--- config.mk ---
export PLATFORM = sky130hd
export DESIGN_NAME = oh_extract
export DESIGN_NICKNAME = d
export VERILOG_FILES = /design/src/rtl/oh_extract_pkg.sv /design/src/rtl/oh_t1_locate.sv /design/src/rtl/oh_e1_locate.sv /design/src/rtl/oh_strobe_gen.sv /design/src/rtl/oh_extract.sv
export SDC_FILE = /design/constraint.sdc
export NUM_CORES = 1
export LEC_CHECK = 0
export BUFFER_PORTS_ARGS = -buffer_cell sky130_fd_sc_hd__buf_2
export CAP_MARGIN = 30
export CORE_AREA = 2 2 39 41
export CTS_CLUSTER_DIAMETER = 150
export DETAILED_ROUTE_END_ITERATION = 16
export DIE_AREA = 0 0 41 43
export MAX_ROUTING_LAYER = met4
export PLACE_DENSITY_LB_ADDON = 0.1
export SLEW_MARGIN = 40
export SYNTH_ARGS = -nofsm -noshare
export SYNTH_HDL_FRONTEND = slang
export SYNTH_SLANG_ARGS = --single-unit
--- constraint.sdc ---
create_clock -name clk_i -period 1.45 [get_ports clk_i]
set_clock_uncertainty 0.1 [all_clocks]
set_input_delay 0.145 -clock clk_i [delete_from_list [all_inputs] [get_ports clk_i]]
set_output_delay 0.145 -clock clk_i [all_outputs]
set_load 0.02 [all_outputs]
--- src/rtl/oh_extract_pkg.sv ---
package oh_extract_pkg;

  typedef enum logic [1:0] {
    FMT_ESF = 2'd0,
    FMT_SLC = 2'd1,
    FMT_NFR = 2'd2,
    FMT_DM  = 2'd3
  } t1_fmt_e;

  typedef struct packed {
    logic hit;  // overhead position, drives data pin
    logic dl;   // position carries data link, drives clock pin
  } oh_slot_t;

  localparam int T1_FRAMES   = 24;
  localparam int E1_FRAMES   = 16;
  localparam int T1_FBIT_POS = 0;

endpackage

--- src/rtl/oh_t1_locate.sv ---
module oh_t1_locate
  import oh_extract_pkg::*;
#(
  parameter int POS_W    = 8,
  parameter int MF_W     = 5,
  parameter int DM_R_POS = 191
) (
  input  logic [POS_W-1:0] bit_pos_i,
  input  logic [MF_W-1:0]  frame_idx_i,
  input  logic [1:0]       fmt_i,
  input  logic             esf_4k_i,
  output oh_slot_t         slot_o
);

  localparam logic [POS_W-1:0] FBIT = POS_W'(T1_FBIT_POS);
  localparam logic [POS_W-1:0] RPOS = POS_W'(DM_R_POS);
  localparam logic [MF_W-1:0]  NFR  = MF_W'(T1_FRAMES);

  logic    f_slot;
  logic    in_mf;
  t1_fmt_e fmt;

  assign fmt    = t1_fmt_e'(fmt_i);
  assign in_mf  = frame_idx_i < NFR;
  assign f_slot = (bit_pos_i == FBIT) && in_mf;

  always_comb begin
    slot_o = '0;
    unique case (fmt)
      FMT_ESF: begin
        // data-link bits sit in frames 1,3,..,23 (even index)
        slot_o.hit = f_slot && !frame_idx_i[0];
        // half rate keeps every second one
        slot_o.dl  = slot_o.hit && (esf_4k_i || !frame_idx_i[1]);
      end
      FMT_SLC, FMT_NFR: begin
        slot_o.hit = f_slot && frame_idx_i[0];
        slot_o.dl  = slot_o.hit;
      end
      FMT_DM: begin
        slot_o.hit = (bit_pos_i == RPOS) && in_mf;
        slot_o.dl  = slot_o.hit;
      end
      default: slot_o = '0;
    endcase
  end

endmodule

--- src/rtl/oh_e1_locate.sv ---
module oh_e1_locate
  import oh_extract_pkg::*;
#(
  parameter int POS_W = 8,
  parameter int MF_W  = 5,
  parameter int SA_LO = 3,
  parameter int SA_N  = 5
) (
  input  logic [POS_W-1:0] bit_pos_i,
  input  logic [MF_W-1:0]  frame_idx_i,
  input  logic [SA_N-1:0]  sa_dl_mask_i,
  output oh_slot_t         slot_o
);

  localparam logic [MF_W-1:0] NFR = MF_W'(E1_FRAMES);

  logic [SA_N-1:0] sa_match;
  logic            nfas;

  // frames without the alignment word have odd index
  assign nfas = frame_idx_i[0] && (frame_idx_i < NFR);

  for (genvar gi = 0; gi < SA_N; gi++) begin : g_sa
    assign sa_match[gi] = (bit_pos_i == POS_W'(SA_LO + gi));
  end

  assign slot_o.hit = nfas && (|sa_match);
  assign slot_o.dl  = nfas && (|(sa_match & sa_dl_mask_i));

endmodule

--- src/rtl/oh_strobe_gen.sv ---
module oh_strobe_gen
  import oh_extract_pkg::*;
(
  input  logic     clk_i,
  input  logic     rst_ni,
  input  logic     bit_en_i,
  input  logic     line_bit_i,
  input  oh_slot_t slot_i,
  input  logic     block_i,
  output logic     oh_data_o,
  output logic     oh_clk_o
);

  logic data_q, clk_q, rise_q;

  always_ff @(posedge clk_i or negedge rst_ni) begin
    if (!rst_ni) begin
      data_q <= 1'b0;
      clk_q  <= 1'b0;
      rise_q <= 1'b0;
    end else begin
      if (bit_en_i && slot_i.hit) data_q <= line_bit_i;
      if (bit_en_i) begin
        // falling edge coincides with data change
        clk_q  <= 1'b0;
        rise_q <= slot_i.dl && !block_i;
      end else begin
        rise_q <= 1'b0;
        if (block_i)     clk_q <= 1'b0;
        else if (rise_q) clk_q <= 1'b1;
      end
    end
  end

  assign oh_data_o = data_q;
  assign oh_clk_o  = clk_q;

endmodule

--- src/rtl/oh_extract.sv ---
module oh_extract
  import oh_extract_pkg::*;
#(
  parameter int POS_W    = 8,
  parameter int MF_W     = 5,
  parameter int SA_LO    = 3,
  parameter int SA_N     = 5,
  parameter int DM_R_POS = 191
) (
  input  logic             clk_i,
  input  logic             rst_ni,
  input  logic             line_bit_i,
  input  logic             bit_en_i,
  input  logic [POS_W-1:0] bit_pos_i,
  input  logic [MF_W-1:0]  frame_idx_i,
  input  logic             e1_mode_i,
  input  logic [1:0]       t1_fmt_i,
  input  logic [SA_N-1:0]  sa_dl_mask_i,
  input  logic             esf_4k_i,
  input  logic             hdlc_en_i,
  input  logic             lof_i,
  output logic             oh_data_o,
  output logic             oh_clk_o
);

  oh_slot_t t1_slot, e1_slot, slot;
  logic     block;

  oh_t1_locate #(
    .POS_W   (POS_W),
    .MF_W    (MF_W),
    .DM_R_POS(DM_R_POS)
  ) u_t1 (
    .bit_pos_i  (bit_pos_i),
    .frame_idx_i(frame_idx_i),
    .fmt_i      (t1_fmt_i),
    .esf_4k_i   (esf_4k_i),
    .slot_o     (t1_slot)
  );

  oh_e1_locate #(
    .POS_W(POS_W),
    .MF_W (MF_W),
    .SA_LO(SA_LO),
    .SA_N (SA_N)
  ) u_e1 (
    .bit_pos_i   (bit_pos_i),
    .frame_idx_i (frame_idx_i),
    .sa_dl_mask_i(sa_dl_mask_i),
    .slot_o      (e1_slot)
  );

  assign slot  = e1_mode_i ? e1_slot : t1_slot;
  assign block = hdlc_en_i || lof_i;

  oh_strobe_gen u_strb (
    .clk_i     (clk_i),
    .rst_ni    (rst_ni),
    .bit_en_i  (bit_en_i),
    .line_bit_i(line_bit_i),
    .slot_i    (slot),
    .block_i   (block),
    .oh_data_o (oh_data_o),
    .oh_clk_o  (oh_clk_o)
  );

endmodule

==> summary.txt, run 1 <==
Status
  • Outcome: finished, final reports clean

Routing
  • Via count: 432
  • DR WL met2: 463 um
  • Routed WL: 995 um
  • Vias per cell: 4.65
  • Post-route ant nets: 0
  • Drt first pass iters: 2
  • Iteration-0 DRC Markers: 1
  • Metal-1 WL: 439 um
  • Met3 WL: 91 um
  • Top sig layer: met3
  • WL/cell: 10.7 um
  • DRC: 0

STA
  • Hold WS: 0.0529 ns
  • Crit path time final: 1.43 ns
  • Fmax: 701 MHz
  • RSZ-0062 raised after global routing: true
  • Setup TNS Final: 0 ns
  • Period utilization: 0.984
  • Hold Vio Cnt, Final: 0
  • Fin worst setup slack: 0.0232 ns
  • Final Max Slew Viols: 0
  • Least-Margin Pin Slew: 0.406 ns
  • Worst rel slew slack: 0.725
  • Final setup viols: 0

Setup path
  • Startpoint Class: input pin
  • CP required: 1.46 ns
  • Critical path class: input pin to register
  • R2R setup slack: 0.61 ns
  • Critical Path Max Stage Delay: 0.43 ns
  • Max FO, Critical Path: 5
  • Crit path DAT: 1.43 ns
  • WP buf/inv: 1
  • Crit path cell chain: buf_2 > or3_4 > o41ai_4 > o211ai_1 > mux2_2
  • Crit path max-delay family: compound AO/OA/AOI/OAI gates
  • Slowest cell on crit path: or3_4
  • CP endpoint kind: register

Finish
  • Design Area, Final: 628 um^2
  • Area of the multi-input gates: 300 um^2
  • Nets: 108
  • Reg area: 75.1 um^2
  • Final std cells w/o fill: 93
  • Fill cell count: 153
  • # diodes: 0
  • Share of layout cells above drive strength 1: 0.610
  • Area Growth Syn to Fin: 83.9%

Clocking
  • CTS Buffer Depth: 2
  • Clk pin slew, worst setup/hold paths: 0.03 ns
  • CTS buffer count: 3
  • CTS H-tree lvls: 1
  • Clock sinks: 3
  • Clock root buffer: clkbuf_4
  • CTS tree: yes
  • Clock Latency Late Sink: 0.23 ns
  • Post-CTS setup buffer count: 0

Die
  • Chip height: 43 um
  • IO Pins: 30
  • DIE AREA: 1760 um^2
  • Initial Utilization: 0.247
  • Die W: 41 um
  • Core Area: 1380 um^2
  • Std-Cell Rows: 14

Power and ir drop
  • Internal power: 0.262 mW
  • Power density cells: 577 nW/um^2
  • Combinational share of power: 0.350
  • Leakage: 0.305 nW
  • Net Sw Frac: 0.279
  • Seq pwr share: 0.257
  • P_sw: 0.101 mW
  • Worst VDD drop: 0.000461 V
  • Clock share of power: 0.393

Synth
  • Syn_area_per_cell: 8.99 um^2
  • Synth Register Bits: 3
  • Syn nets: 68
  • Sequential area share after synthesis: 0.220
  • Post-Synthesis Cells: 38
  • Unique masters post-synth: 24
  • Mapped Area: 342 um^2
  • Number of warnings issued by yosys: 0

Global routing
  • Largest net degree at the start of global routing: 6
  • Initial antenna violation count: 0
  • Gr ovfl total: 0
  • Total Routing Usage GR: 0.126
  • First-pass GRT wire length: 1500 um
  • Vias in the first global route: 392

Place
  • Placement-stage cell area: 566 um^2
  • Pre-CTS WS: -0.295 ns
  • IO Port Bufs: 28
  • Routability cong.: 0.775
  • Placed insts: 88

Worst hold path
  • Hold Path Class: input pin to register

Flow run
  • Max-Cap Viols: 0
==> power groups by stage <==
| stage | combinational [mW] | sequential, mW | clock, mW |
|---|---|---|---|
| floorplan | 0.0409 | 0.102 | 0 |
| global placement | 0.120 | 0.0941 | 0 |
| detailed placement | 0.119 | 0.0944 | 0 |
| CTS | 0.123 | 0.0934 | 0.151 |
| global route | 0.141 | 0.0948 | 0.160 |
| finish | 0.127 | 0.0934 | 0.142 |
==> cells by family after synthesis <==
| logic type | share of synthesized area |
|---|---|
| flops | 0.220 |
| fa+ha+maj | 0.0732 |
| mux | 0.0989 |
| compound gates | 0.264 |
| simple gates | 0.311 |
| buf+inv | 0.0330 |
==> worst paths after layout <==
kind,start,end,cells past startpoint
max,bit_pos_i[6],u_strb.oh_data_o$_DFFE_PN0P_,5
min,line_bit_i,u_strb.oh_data_o$_DFFE_PN0P_,2
max reg2reg,u_strb.oh_data_o$_DFFE_PN0P_,u_strb.oh_data_o$_DFFE_PN0P_,1
min reg2reg,u_strb.oh_data_o$_DFFE_PN0P_,u_strb.oh_data_o$_DFFE_PN0P_,1
max in group asynchronous,rst_ni,u_strb.oh_clk_o$_DFFE_PN0P_,2
min in group asynchronous,rst_ni,u_strb.rise_q$_DFF_PN0_,2
==> cell usage in the layout, fill, tap and decap left out, drive strengths merged <==
master       instances
a2111o               1
a21oi                2
a221oi               1
and2                 1
and4b                1
buf                 34
clkbuf               4
dfrtp                3
dlygate4sd3          1
ha                   2
inv                  3
mux2                 1
mux4                 1
nand2                2
nand2b               1
nand4                1
nand4b               1
nor2                 2
nor2b                1
nor4                 2
o211ai               1
o21ai                4
o41ai                3
or2                  1
or3                  1
or3b                 1
or4                  1
==> Yosys cell counts <==
| cell | number | share of area |
|---|---|---|
| o41ai_1 | 3 | 0.077 |
| or2_2 | 1 | 0.018 |
| ha_1 | 2 | 0.073 |
| nor2b_1 | 1 | 0.018 |
| inv_1 | 3 | 0.033 |
| nand2b_1 | 1 | 0.018 |
| a21oi_1 | 2 | 0.029 |
| a221oi_2 | 1 | 0.044 |
| and2_1 | 1 | 0.018 |
| nand4b_1 | 1 | 0.026 |
| a2111o_1 | 1 | 0.033 |
| and4b_2 | 1 | 0.033 |
| nor4_1 | 2 | 0.037 |
| or3b_1 | 1 | 0.026 |
| mux2_2 | 1 | 0.033 |
| or3_4 | 1 | 0.033 |
| dfrtp_1 | 3 | 0.22 |
| o211ai_1 | 1 | 0.022 |
| nand4_1 | 1 | 0.018 |
| nand2_1 | 2 | 0.022 |
| o21ai_0 | 4 | 0.059 |
| nor2_1 | 2 | 0.022 |
| mux4_2 | 1 | 0.066 |
| or4_1 | 1 | 0.022 |
==> layout make-up <==
cell class / instances / share of cell area
clock buffer: 4 / 0.0418
tap: 16 / 0.0319
inverter: 3 / 0.0179
multi-input combinational: 32 / 0.478
timing repair buffer: 35 / 0.311
sequential: 3 / 0.120
==> repair_timing <==
item | 4_1_cts | 5_1_grt
pin swaps | 0 | 4
endpoints found under the hold margin | 3 | 0
setup endpoints to repair | 1 | 1
hold buffers | 1 | 0
gates resized for setup | 1 | 2
==> flip-flops by register name, summed over array words and instances (netlist names) <==
register	cells
u_strb.rise_q	1
u_strb.oh_clk_o	1
u_strb.oh_data_o	1
==> per-stage QoR <==
stage | utilization | power, mW
floorplan | - | 0.143
global placement | 0.409 | 0.214
detailed placement | 0.409 | 0.213
CTS | 0.439 | 0.367
global route | 0.454 | 0.396
finish | 0.454 | 0.363
==> routing by layer <==
layer,global-route usage,up-vias
met1,0.156,185
li1,-,231
met2,0.184,16
met5,-,-
met4,0.0400,0
met3,0.0471,0
(Power assumes the default switching activity.)
==> inputs of run 2 (changes only) <==
--- a/config.mk
+++ b/config.mk
@@ -7,3 +7,3 @@
 export LEC_CHECK = 0
-export BUFFER_PORTS_ARGS = -buffer_cell sky130_fd_sc_hd__buf_2
+export BUFFER_PORTS_ARGS = -buffer_cell sky130_fd_sc_hd__clkbuf_2
 export CAP_MARGIN = 30
==> constraint.sdc (replaced) <==
create_clock -name clk_i -period 1.45 [get_ports clk_i]
set_clock_uncertainty 0.1 [all_clocks]
set_input_delay 0.2175 -clock clk_i [delete_from_list [all_inputs] [get_ports clk_i]]
set_output_delay 0.2175 -clock clk_i [all_outputs]
set_load 0.02 [all_outputs]
==> run 2 against run 1 <==
Against the previous run:
- count of clock-buffer cells in the layout stayed put
- cell area rose by 2.6%
- critical endpoint is now u_strb.rise_q$_DFF_PN0_
- combinational power increased by 3%
- core utilization up 1.2 points
- register-to-register slack is essentially flat
- flip-flop and latch count stayed put
- hold slack gained 0.072 ns
- the run now ends with negative setup slack left
- wire length increased by 5.1%
- via count grew 6.5%
==> summary.txt, run 2 (synthesis results as in run 1) <==
Routing
  • Met3 WL: 92 um
  • DR WL met2: 506 um
  • WL/cell: 11.1 um
  • Iteration-0 DRC Markers: 10
  • DRC: 0
  • Via count: 460
  • Routed WL: 1050 um
  • Metal-1 WL: 447 um
  • Drt first pass iters: 3
  • Post-route ant nets: 0
  • Vias per cell: 4.89
  • Top sig layer: met3

Place
  • IO Port Bufs: 28
  • Hpwl dp: 860 um
  • Placement-stage cell area: 573 um^2
  • Routability cong.: 0.748

Power and ir drop
  • Worst VDD drop: 0.000611 V
  • Leakage: 0.317 nW
  • Power density cells: 573 nW/um^2
  • Power, Total: 0.369 mW

Setup path
  • Crit path DAT: 1.49 ns
  • Reg2reg start: u_strb.oh_data_o$_DFFE_PN0P_
  • CP endpoint kind: register
  • CP required: 1.48 ns
  • R2R setup slack: 0.61 ns
  • Critical path class: input pin to register
  • Max FO, Critical Path: 5
  • R2r worst-path depth: 1
  • R2R Path End: u_strb.oh_data_o$_DFFE_PN0P_
  • Critical Path Start: bit_pos_i[3]
  • Startpoint Class: input pin

Global routing
  • First-pass GRT wire length: 1560 um
  • Gr ovfl total: 0
  • Largest net degree at the start of global routing: 6
  • Total Routing Usage GR: 0.129
  • Vias in the first global route: 397
  • Initial antenna violation count: 0

Die
  • Core Area: 1380 um^2
  • Std-Cell Rows: 14
  • Die W: 41 um
  • Initial Utilization: 0.247
  • DIE AREA: 1760 um^2
  • Chip height: 43 um
  • IO Pins: 30

Finish
  • Share of layout cells above drive strength 1: 0.641
  • Area of the multi-input gates: 303 um^2
  • Most frequent cells in the layout: clkbuf_2 (27), buf_4 (7)
  • Nets: 109
  • Most common cell after layout, fill and taps aside: clkbuf_2
  • Area Growth Syn to Fin: 88.6%
  • Design Area, Final: 644 um^2
  • Fill cell count: 145
  • Reg area: 75.1 um^2
  • # diodes: 0

STA
  • RSZ-0062 raised after global routing: true
  • Worst rel slew slack: 0.788
  • Final setup viols: 2
  • Fmax: 683 MHz
  • Final Max Slew Viols: 0
  • Hold Vio Cnt, Final: 0
  • Fin worst setup slack: -0.0141 ns
  • Least-Margin Pin Slew: 0.315 ns
  • Period utilization: 1.01
  • Crit path time final: 1.46 ns

Worst hold path
  • Hold Path Stages: 2
  • Worst Hold Launch: line_bit_i
  • Hold Path Class: input pin to register
  • Hold Path End: u_strb.oh_data_o$_DFFE_PN0P_

Clocking
  • CTS tree: yes
  • Clk pin slew, worst setup/hold paths: 0.04 ns
  • Clock Latency Late Sink: 0.23 ns
  • Post-CTS setup buffer count: 0
  • CTS buffer count: 3
  • CTS H-tree lvls: 1
  • Clock sinks: 3
  • Clock root buffer: clkbuf_4
  • CTS Buffer Depth: 2

Status
  • Outcome: finished, violations left
  • Failing checks: negative setup slack

Flow run
  • Max-Cap Viols: 0
run 2: changes by cell type in the layout (fill, tap and decap cells not counted), sizes merged:
cell | before | now
buf | 34 | 8
clkbuf | 4 | 31
run 2: what timing repair did:
item,in CTS,in global routing
setup endpoints to repair,2,2
pin swaps,4,3
hold buffers,1,0
gates cloned,0,0
resized for setup,1,5
hold endpoints to repair,3,0
run 2: area by class of cell:
| cell class | count | area share |
|---|---|---|
| multi-input combinational | 32 | 0.470 |
| inverter | 3 | 0.0175 |
| clock buffer | 4 | 0.0408 |
| timing repair buffer | 36 | 0.324 |
| tap | 16 | 0.0311 |
| sequential | 3 | 0.117 |
run 2: worst max path at each step:
stage          slack, ns  cells past startpoint                            to
2_1_floorplan      -0.10                      3       u_strb.rise_q$_DFF_PN0_
3_3_place_gp       -0.27                      4       u_strb.rise_q$_DFF_PN0_
3_5_place_dp       -0.31                      5  u_strb.oh_data_o$_DFFE_PN0P_
4_1_cts            -0.03                      4       u_strb.rise_q$_DFF_PN0_
5_1_grt            -0.06                      4       u_strb.rise_q$_DFF_PN0_
6_report           -0.01                      4       u_strb.rise_q$_DFF_PN0_
run 2: worst max-delay path, cell delays in order:
cell and delay (ns):
buf_6 0.09, or3_4 0.43, or4_4 0.50, a221oi_2 0.26
run 2: where the power goes:
part,total [mW],switching [mW],internal [mW],leakage [nW]
combinational,0.131,0.0601,0.0713,0.263
clock,0.144,0.0409,0.103,0.0150
sequential,0.0936,0.00276,0.0909,0.0396
total,0.369,0.104,0.265,0.317
run 2: per-stage QoR:
step | setup slack, ns | instances | TNS (ns) | hold slack, ns | util
after floorplan | -0.101 | 38 | -0.201 | -0.178 | -
after global placement | -0.275 | 89 | -0.537 | -0.0828 | 0.414
after detailed placement | -0.312 | 89 | -0.591 | -0.0818 | 0.414
after CTS | -0.0317 | 94 | -0.0317 | 0.121 | 0.445
after global routing | -0.0592 | 94 | -0.100 | 0.120 | 0.466
final | -0.0141 | 94 | -0.0208 | 0.125 | 0.466
run 2: routing by layer:
layer | GRT usage | vias to the layer above
met3 | 0.0471 | 0
li1 | - | 237
met2 | 0.203 | 18
met4 | 0 | 0
met1 | 0.166 | 205
met5 | - | -
==> inputs of run 3 (changes only) <==
- CELL_PAD_IN_SITES_DETAIL_PLACEMENT: not set -> 0
- CELL_PAD_IN_SITES_GLOBAL_PLACEMENT: not set -> 1
- CORE_AREA: 2 2 39 41 -> not set
- CORE_MARGIN: not set -> 1.5
- CORE_UTILIZATION: not set -> 25
- DIE_AREA: 0 0 41 43 -> not set
==> run 3 against run 2 <==
Against the previous run:
- the run still ends with negative setup slack left
- clock power about the same
- sequential power increased by 0.4%
- core utilization increased by 1.8 points
- highest routed layer unchanged
- power decreased by 1.3%
==> summary.txt, run 3 (synthesis results as in run 1) <==
Status
  • Outcome: finished, violations left
  • Failing checks: negative setup slack

Routing
  • Metal-1 WL: 408 um
  • WL/cell: 10.2 um
  • Iteration-0 DRC Markers: 1
  • Top sig layer: met3
  • DRC: 0
  • Post-route ant nets: 0
  • Vias per cell: 4.84
  • Routed WL: 946 um
  • Met3 WL: 82 um
  • Via count: 450
  • Drt first pass iters: 2
  • DR WL met2: 455 um

STA
  • Hold Vio Cnt, Final: 0
  • Fmax: 687 MHz
  • Hold WS: 0.128 ns
  • RSZ-0062 raised after global routing: true
  • Final Max Slew Viols: 0
  • Least-Margin Pin Slew: 0.296 ns
  • Period utilization: 1.00
  • Crit path time final: 1.46 ns
  • Worst rel slew slack: 0.801
  • Final setup viols: 1
  • Fin worst setup slack: -0.00632 ns

Clocking
  • CTS Buffer Depth: 2
  • Clock root buffer: clkbuf_4
  • Post-CTS setup buffer count: 0
  • CTS tree: yes
  • Clock sinks: 3
  • Clk pin slew, worst setup/hold paths: 0.04 ns
  • CTS buffer count: 3
  • CTS H-tree lvls: 1
  • Clock Latency Late Sink: 0.23 ns

Global routing
  • First-pass GRT wire length: 1610 um
  • Gr ovfl total: 0
  • Largest net degree at the start of global routing: 6
  • Initial antenna violation count: 0
  • Total Routing Usage GR: 0.152
  • Vias in the first global route: 403

Place
  • Placed insts: 88
  • Routability cong.: 0.743
  • Hpwl dp: 850 um
  • IO Port Bufs: 28

Finish
  • # diodes: 0
  • Nets: 109
  • Area Growth Syn to Fin: 82.1%
  • Final std cells w/o fill: 93
  • Most common cell after layout, fill and taps aside: clkbuf_2
  • Share of layout cells above drive strength 1: 0.628
  • Most frequent cells in the layout: clkbuf_2 (28), buf_4 (7)

Die
  • DIE AREA: 1600 um^2
  • Initial Utilization: 0.266
  • Std-Cell Rows: 13
  • Chip height: 40.0 um
  • Die W: 40.0 um
  • IO Pins: 30
  • Core Area: 1280 um^2

Setup path
  • CP endpoint kind: register
  • Crit path DAT: 1.46 ns
  • CP required: 1.46 ns
  • Max FO, Critical Path: 5
  • Startpoint Class: input pin
  • Critical path class: input pin to register

Flow run
  • Max-Cap Viols: 0

Power and ir drop
  • Power density cells: 586 nW/um^2
  • Leakage: 0.307 nW
  • Worst VDD drop: 0.000458 V
  • Power, Total: 0.364 mW

Worst hold path
  • Hold Path Class: input pin to register
[run 3: final timing paths]
kind	start	cells past startpoint	endpoint	slack, ns
max	bit_pos_i[6]	5	u_strb.oh_data_o$_DFFE_PN0P_	-0.006
min reg2reg	u_strb.oh_data_o$_DFFE_PN0P_	1	u_strb.oh_data_o$_DFFE_PN0P_	0.41
max in group asynchronous	rst_ni	2	u_strb.oh_clk_o$_DFFE_PN0P_	0.93
min in group asynchronous	rst_ni	2	u_strb.rise_q$_DFF_PN0_	0.21
max reg2reg	u_strb.oh_data_o$_DFFE_PN0P_	1	u_strb.oh_data_o$_DFFE_PN0P_	0.60
min	line_bit_i	2	u_strb.oh_data_o$_DFFE_PN0P_	0.13
[run 3: layer usage]
metal / vias to the layer above / GRT usage
li1: 235 / -
met1: 198 / 0.189
met2: 17 / 0.254
met3: 0 / 0.0167
met4: 0 / 0.0517
met5: - / -
[run 3: power by group]
group / leakage, nW / switching, mW / total (mW) / internal, mW
clock: 0.0150 / 0.0421 / 0.145 / 0.103
sequential: 0.0396 / 0.00319 / 0.0940 / 0.0909
combinational: 0.252 / 0.0558 / 0.125 / 0.0693
[run 3: through the flow]
stage / utilization / cell area, um^2 / TNS (ns) / setup WS, ns
floorplan: - / 360 / -0.201 / -0.101
global placement: 0.445 / 572 / -0.524 / -0.264
detailed placement: 0.445 / 572 / -0.565 / -0.297
CTS: 0.478 / 614 / -0.0293 / -0.0199
global route: 0.484 / 622 / -0.0621 / -0.0447
finish: 0.484 / 622 / -0.00632 / -0.00632
[run 3: area by class of cell]
| type | instances | area [um^2] |
|---|---|---|
| Multi-Input combinational cell | 32 | 288 |
| Timing Repair Buffer | 36 | 203 |
| Inverter | 3 | 11.3 |
| Clock buffer | 4 | 26.3 |
| Fill cell | 142 | 663 |
| Tap cell | 15 | 18.8 |
| Sequential cell | 3 | 75.1 |
[run 3: worst max-delay path, cell delays in order]
cell and delay (ns):
clkbuf_2 0.09, or3_4 0.42, o41ai_2 0.32, o211ai_1 0.13, mux2_2 0.29
[run 3: repair_timing]
action | 4_1_cts | 5_1_grt
hold buffers | 1 | 0
endpoints found under the setup margin | 2 | 2
hold endpoints to repair | 3 | 0
pin swaps | 4 | 2
resized for setup | 1 | 3
